==> src/rtl/exc_pkg.sv <==
package exc_pkg;
   localparam int CAUSE_W = 4;
   typedef logic [CAUSE_W-1:0] cause_t;
   localparam cause_t C_FETCH   = 4'd0;
   localparam cause_t C_ILLEGAL = 4'd1;
   localparam cause_t C_OVF     = 4'd2;
   localparam cause_t C_DADDR   = 4'd3;
   localparam cause_t C_IRQ     = 4'd8;
endpackage

==> src/rtl/exc_stage_reg.sv <==
module exc_stage_reg
   import exc_pkg::*;
#(
   parameter int     PC_W        = 32,
   parameter cause_t LOCAL_CAUSE = C_FETCH
) (
   input  logic            clk,
   input  logic            rst_n,
   input  logic            kill,
   input  logic            in_valid,
   input  logic [PC_W-1:0] in_pc,
   input  logic            in_exc,
   input  cause_t          in_cause,
   input  logic            detect,
   output logic            out_valid,
   output logic [PC_W-1:0] out_pc,
   output logic            out_exc,
   output cause_t          out_cause
);
   // An older (earlier-stage) flag is kept; the local one only fills an empty slot.
   always_ff @(posedge clk) begin
      if (!rst_n) begin
         out_valid <= 1'b0;
         out_pc    <= '0;
         out_exc   <= 1'b0;
         out_cause <= C_FETCH;
      end else if (kill) begin
         out_valid <= 1'b0;
         out_exc   <= 1'b0;
      end else begin
         out_valid <= in_valid;
         out_pc    <= in_pc;
         out_exc   <= in_valid & (in_exc | detect);
         out_cause <= in_exc ? in_cause : LOCAL_CAUSE;
      end
   end
endmodule

==> src/rtl/exc_commit_resolve.sv <==
module exc_commit_resolve
   import exc_pkg::*;
(
   input  logic   m_valid,
   input  logic   m_exc,
   input  cause_t m_cause,
   input  logic   mem_dfault,
   input  logic   mem_rfe,
   input  logic   irq_req,
   input  logic   int_en,
   output logic   take,
   output logic   take_irq,
   output logic   rfe_go,
   output cause_t take_cause
);
   logic sync_hit;

   always_comb begin
      sync_hit   = m_valid & (m_exc | mem_dfault);
      take_irq   = m_valid & int_en & irq_req;
      take       = take_irq | sync_hit;
      rfe_go     = m_valid & mem_rfe & ~take;
      if (take_irq)   take_cause = C_IRQ;
      else if (m_exc) take_cause = m_cause;
      else            take_cause = C_DADDR;
   end
endmodule

==> src/rtl/exc_arch_state.sv <==
module exc_arch_state
   import exc_pkg::*;
#(
   parameter int PC_W = 32
) (
   input  logic            clk,
   input  logic            rst_n,
   input  logic            take,
   input  cause_t          take_cause,
   input  logic            rfe_go,
   input  logic [PC_W-1:0] m_pc,
   output logic [PC_W-1:0] epc,
   output cause_t          cause,
   output logic            int_en,
   output logic            kernel
);
   always_ff @(posedge clk) begin
      if (!rst_n) begin
         epc    <= '0;
         cause  <= C_FETCH;
         int_en <= 1'b0;
         kernel <= 1'b1;
      end else if (take) begin
         epc    <= m_pc;
         cause  <= take_cause;
         int_en <= 1'b0;
         kernel <= 1'b1;
      end else if (rfe_go) begin
         int_en <= 1'b1;
         kernel <= 1'b0;
      end
   end
endmodule

==> src/rtl/exc_commit_ctrl.sv <==
module exc_commit_ctrl
   import exc_pkg::*;
#(
   parameter int              PC_W       = 32,
   parameter logic [PC_W-1:0] HANDLER_PC = 'h100
) (
   input  logic            clk,
   input  logic            rst_n,
   input  logic            if_valid,
   input  logic [PC_W-1:0] if_pc,
   input  logic            if_fault,
   input  logic            id_illegal,
   input  logic            ex_ovf,
   input  logic            mem_dfault,
   input  logic            mem_rfe,
   input  logic            irq_req,
   output logic            commit_o,
   output logic            flush_o,
   output logic            redirect_o,
   output logic [PC_W-1:0] redirect_pc_o,
   output logic [3:0]      cause_o,
   output logic [PC_W-1:0] epc_o,
   output logic            int_en_o,
   output logic            kernel_o
);
   localparam int N_HOPS = 3;  // fetch->decode, decode->execute, execute->memory

   function automatic cause_t hop_cause(int i);
      case (i)
         0:       return C_FETCH;
         1:       return C_ILLEGAL;
         default: return C_OVF;
      endcase
   endfunction

   if (PC_W < 8 || PC_W > 64) begin : g_bad_pc_w
      $error("exc_commit_ctrl: PC_W out of range");
   end
   if (CAUSE_W != 4) begin : g_bad_cause_w
      $error("exc_commit_ctrl: cause width must be 4");
   end

   logic            sv    [N_HOPS+1];
   logic [PC_W-1:0] spc   [N_HOPS+1];
   logic            sexc  [N_HOPS+1];
   cause_t          scause[N_HOPS+1];
   logic            det   [N_HOPS];

   logic   take, take_irq, rfe_go, flush;
   cause_t take_cause, cause_q;

   assign sv[0]     = if_valid;
   assign spc[0]    = if_pc;
   assign sexc[0]   = 1'b0;
   assign scause[0] = C_FETCH;
   assign det[0]    = if_fault;
   assign det[1]    = id_illegal;
   assign det[2]    = ex_ovf;

   for (genvar g = 0; g < N_HOPS; g++) begin : g_hop
      exc_stage_reg #(.PC_W(PC_W), .LOCAL_CAUSE(hop_cause(g))) u_reg (
         .clk      (clk),
         .rst_n    (rst_n),
         .kill     (flush),
         .in_valid (sv[g]),
         .in_pc    (spc[g]),
         .in_exc   (sexc[g]),
         .in_cause (scause[g]),
         .detect   (det[g]),
         .out_valid(sv[g+1]),
         .out_pc   (spc[g+1]),
         .out_exc  (sexc[g+1]),
         .out_cause(scause[g+1])
      );
   end

   logic            m_valid;
   logic [PC_W-1:0] m_pc;
   assign m_valid = sv[N_HOPS];
   assign m_pc    = spc[N_HOPS];

   exc_commit_resolve u_resolve (
      .m_valid   (m_valid),
      .m_exc     (sexc[N_HOPS]),
      .m_cause   (scause[N_HOPS]),
      .mem_dfault(mem_dfault),
      .mem_rfe   (mem_rfe),
      .irq_req   (irq_req),
      .int_en    (int_en_o),
      .take      (take),
      .take_irq  (take_irq),
      .rfe_go    (rfe_go),
      .take_cause(take_cause)
   );

   exc_arch_state #(.PC_W(PC_W)) u_state (
      .clk       (clk),
      .rst_n     (rst_n),
      .take      (take),
      .take_cause(take_cause),
      .rfe_go    (rfe_go),
      .m_pc      (m_pc),
      .epc       (epc_o),
      .cause     (cause_q),
      .int_en    (int_en_o),
      .kernel    (kernel_o)
   );

   assign flush         = take | rfe_go;
   assign flush_o       = flush;
   assign redirect_o    = flush;
   assign redirect_pc_o = take ? HANDLER_PC : epc_o;
   assign commit_o      = m_valid & ~take;
   assign cause_o       = cause_q;
endmodule

==> config.mk <==
export PLATFORM = sky130hd
export DESIGN_NAME = exc_commit_ctrl
export DESIGN_NICKNAME = d
export VERILOG_FILES = /design/src/rtl/exc_pkg.sv /design/src/rtl/exc_stage_reg.sv /design/src/rtl/exc_commit_resolve.sv /design/src/rtl/exc_arch_state.sv /design/src/rtl/exc_commit_ctrl.sv
export SDC_FILE = /design/constraint.sdc
export NUM_CORES = 1
export LEC_CHECK = 0
export ABC_AREA = 1
export ABC_CLOCK_PERIOD_IN_PS = 2700
export CAP_MARGIN = 0
export CORE_ASPECT_RATIO = 1.4
export CORE_MARGIN = 5
export CORE_UTILIZATION = 49
export CTS_CLUSTER_SIZE = 25
export DETAILED_ROUTE_END_ITERATION = 8
export GPL_TIMING_DRIVEN = 1
export PLACE_DENSITY = 0.86
export REMOVE_ABC_BUFFERS = 1
export SETUP_SLACK_MARGIN = 0.05
export SLEW_MARGIN = 30
export SYNTH_ARGS = -nofsm -noshare
export SYNTH_HDL_FRONTEND = slang
export SYNTH_SLANG_ARGS = --single-unit
==> constraint.sdc <==
create_clock -name clk -period 2.7 [get_ports clk]
set_input_delay 0.54 -clock clk [delete_from_list [all_inputs] [get_ports clk]]
set_output_delay 0.54 -clock clk [all_outputs]
set_load 0.005 [all_outputs]
==> run summary <==
In this run the tool buffered the top-level ports with 112 buffer cells. The power density over the cells is 600 nW/um^2. The setup clock skew after layout came out at 21.1 ps. The critical path is of the input pin to output pin type.

The overall die width came out at 104 um. In this run the cell area of the synthesized design comes to 6030 sq um. The global-route wire length before repair is 21,200 um. The clock root buffer master is clkbuf_16. Once detailed placement completed, the half-perimeter wirelength came to 8040 um.

In this run the number of H-tree levels came out at 4. The DRC violation count after routing is 0. The initial detailed-routing violation count came out at 136. The cell count after synthesis came out at 873. The layer with the highest usage is met2. The number of antenna violations at the first check in global routing came to 0. The core region is 12,200 sq um.

The number of max-cap violations is 0. The transition at the pin with the smallest max-transition slack is 554 ps. At the later pin of the worst-skew pair, clock insertion delay measures 410 ps. The row count is 48. Setup violations remaining at the end of the flow were counted as 0. The flop and latch count out of synthesis came out at 142. The timing-limited maximum frequency came out at 393 MHz. The post-synthesis area per instance came out at 6.91 sq um. The count of TritonRoute iterations in the first routing pass came out at 5. The number of antenna diodes in the final layout is 0. STA puts the critical path data required time at 2160 ps. In this run the count of I/O pins placed on the die edge is 114.

The routed length per placed instance is 11.4 um. The clock period minus final worst setup slack came out at 2540 ps. The number of failing hold endpoints at the final stage came to 0. Once detail routing completed, the nets flagged for antenna violations numbered 0. The adder and majority gate portion of the synthesized area is 0%. The clock-pin slew of the registers on the worst-case setup and hold paths came out at 50 ps. The total number of vias came out at 5,462.

The arrival time of data at the critical path endpoint is 2000 ps. The fraction of final layout cells sized beyond drive strength 1 came out at 8.16%. The cell total after placement is 1,108.

For this configuration, the core starts out at a cell density of 49.5%. Counting the buffers created by CTS gives 17. The buffer levels on the longest clock path came out at 2. The post-synthesis simple-gate area fraction came out at 26.5%. The headroom to the max-slew limit is 63.1%.

In the post-synthesis netlist, the biggest area contributors are dfxtp_1 (47%), a21oi_1 (11%), nand2_1 (11%). The biggest fanout along the worst timing path is 9. The proportion of synthesized chip area in sequential cells is 47.1%. The met2 demand-to-capacity share in global routing is 31.3%. Global routing consumed, on the met3 layer, 3.46% of the routing resources.

For this design, the CTS-stage hold fixing added 0 buffers. The layout overhead on the synthesized area is 33.2%. The die is 141 um tall. The compound-cell area share of the yosys netlist came out at 11.5%. After synthesis, the largest family of logic cells by area is simple AND/OR/NAND/NOR gates. The worst voltage drop across the vdd grid is 0.000417 V. The TritonCTS clock tree is built.

The final cycle utilization of the critical path came out at 94.2%. The area of the die is 14,700 sq um. In the routed layout, each cell is associated on average with a via count of 4.78.

The biggest area contributor in the post-synthesis netlist is dfxtp_1. Routability-driven placement finished with a final weighted congestion of 0.783. The number of global-route vias before repair came out at 4,791. The total negative slack came out at 0 ps. The run finished with clean final reports.

The total wire length is 13,100 um. Leaving out filler cells and counting taps, the final layout contains 1,143. The pin count of the biggest net entering global routing came out at 119. Setup repair after global routing left no endpoint under its margin.

The total number of clock tree sinks is 142. The share of synthesized area in the top cell type comes to 47.1%. The number of max-slew violations in the final report was 0. The multiplexer area fraction after synthesis is 0%. Global routing used 17.2% of the available tracks. For this run, the post-layout net count is 1,024.

The area share of xor/xnor cells in the synthesized design is 0%. The leakage power of the design came out at 0.00411 uW. The capturing element type of the critical path is an output pin.

The number of warnings reported in the yosys synthesis log came out at 0. The fraction of met1 tracks used by global routing came out at 19.2%. The number of unique standard cell types used by synthesis is 17.

The startpoint class of the critical path is an input pin. For this run the aggregate overflow at the end of global routing stands at 0. The tightest min-delay check is of the flip-flop to flip-flop type.
==> path summary, 6_finish.rpt <==
kind	slack, ps	from	cells past startpoint	endpoint
min	420	g_hop[0].u_reg.out_valid$_SDFF_PP0_	2	g_hop[1].u_reg.out_valid$_SDFF_PP0_
max	160	irq_req	9	redirect_pc_o[28]
max reg2reg	870	g_hop[2].u_reg.out_exc$_SDFF_PP0_	9	g_hop[2].u_reg.out_pc[13]$_SDFFE_PN0N_
min reg2reg	420	g_hop[0].u_reg.out_valid$_SDFF_PP0_	2	g_hop[1].u_reg.out_valid$_SDFF_PP0_
==> routing by layer <==
metal	wire length, um	vias to the layer above
met3	505	21
met2	6840	110
met1	5440	2411
met4	267	0
li1	-	2920
met5	0	-
==> logic make-up (layout without fill, tap and decap cells) <==
| kind of cell | count (synthesis) | in the layout |
|---|---|---|
| buf+inv | 203 | 323 |
| simple gates | 389 | 389 |
| flops | 142 | 142 |
| compound gates | 138 | 138 |
| other cells | 1 | 1 |
==> flip-flops by register name (all words and copies together), names as in the netlist <==
signal,count
u_state.int_en,1
u_state.cause,3
g_hop.u_reg.out_cause,3
g_hop.u_reg.out_valid,3
g_hop.u_reg.out_exc,3
u_state.epc,32
u_state.kernel,1
g_hop.u_reg.out_pc,96
==> worst max-delay path, stage by stage <==
cell,delay [ps]
dlygate4sd2_1,270
nand2_2,120
nand2_4,90
nand2_8,100
buf_12,130
buf_8,130
nand2_1,70
inv_1,50
clkdlybuf4s50_1,500
==> cell usage in the layout, fill, tap and decap left out, drive strengths merged, types with 2 or more instances in the layout <==
cell type	Yosys	routed
a21oi	131	131
clkbuf	22	23
clkinvlp	0	2
clkdlybuf4s50	0	109
nand2	172	172
dfxtp	142	142
clkinv	0	3
nor2	110	110
nand3	107	107
o21ai	6	6
buf	46	47
bufinv	0	2
inv	135	135
==> Yosys cell counts <==
| library cell | count |
|---|---|
| dfxtp_1 | 142 |
| nand3_1 | 107 |
| nor2_1 | 109 |
| nor2_2 | 1 |
| buf_2 | 20 |
| o21ai_1 | 1 |
| conb_1 | 1 |
| inv_1 | 135 |
| a21oi_1 | 131 |
| buf_4 | 6 |
| clkbuf_1 | 22 |
| buf_1 | 9 |
| nand2_1 | 171 |
| buf_6 | 11 |
| nand2_2 | 1 |
| a31oi_1 | 1 |
| o21ai_0 | 5 |
==> per-stage QoR <==
step	util, %	worst slack (ps)	hold slack, ps	cell area, sq um	total power [uW]
finish	65.9	156	420	8030	4820
global placement	60.3	1.35	409	7350	2630
floorplan	-	-1870	405	5640	2500
global route	65.9	102	435	8030	5020
CTS	64.9	52.4	425	7910	4860
detailed placement	60.3	-27.2	416	7350	2650
==> what timing repair did <==
item	4_1_cts	5_1_grt
resized for setup	5	5
setup endpoints to repair	33	34
hold endpoints to repair	0	0
pin swaps	1	1
gates cloned	0	1
setup buffers	0	5
==> final cells by class <==
class / count / area [sq um]
sequential: 142 / 2840
timing repair buffer: 159 / 1600
clock inverter: 7 / 90.1
multi-input combinational: 528 / 2330
inverter: 135 / 507
tap: 150 / 188
clock buffer: 22 / 464
fill: 1013 / 4160
==> where the power goes <==
part | internal (uW) | switching [uW] | total [uW]
clock network | 1390 | 821 | 2210
logic | 178 | 191 | 369
registers | 2200 | 48.4 | 2240
total | 3760 | 1060 | 4820
Power figures use the tool's default switching activity.
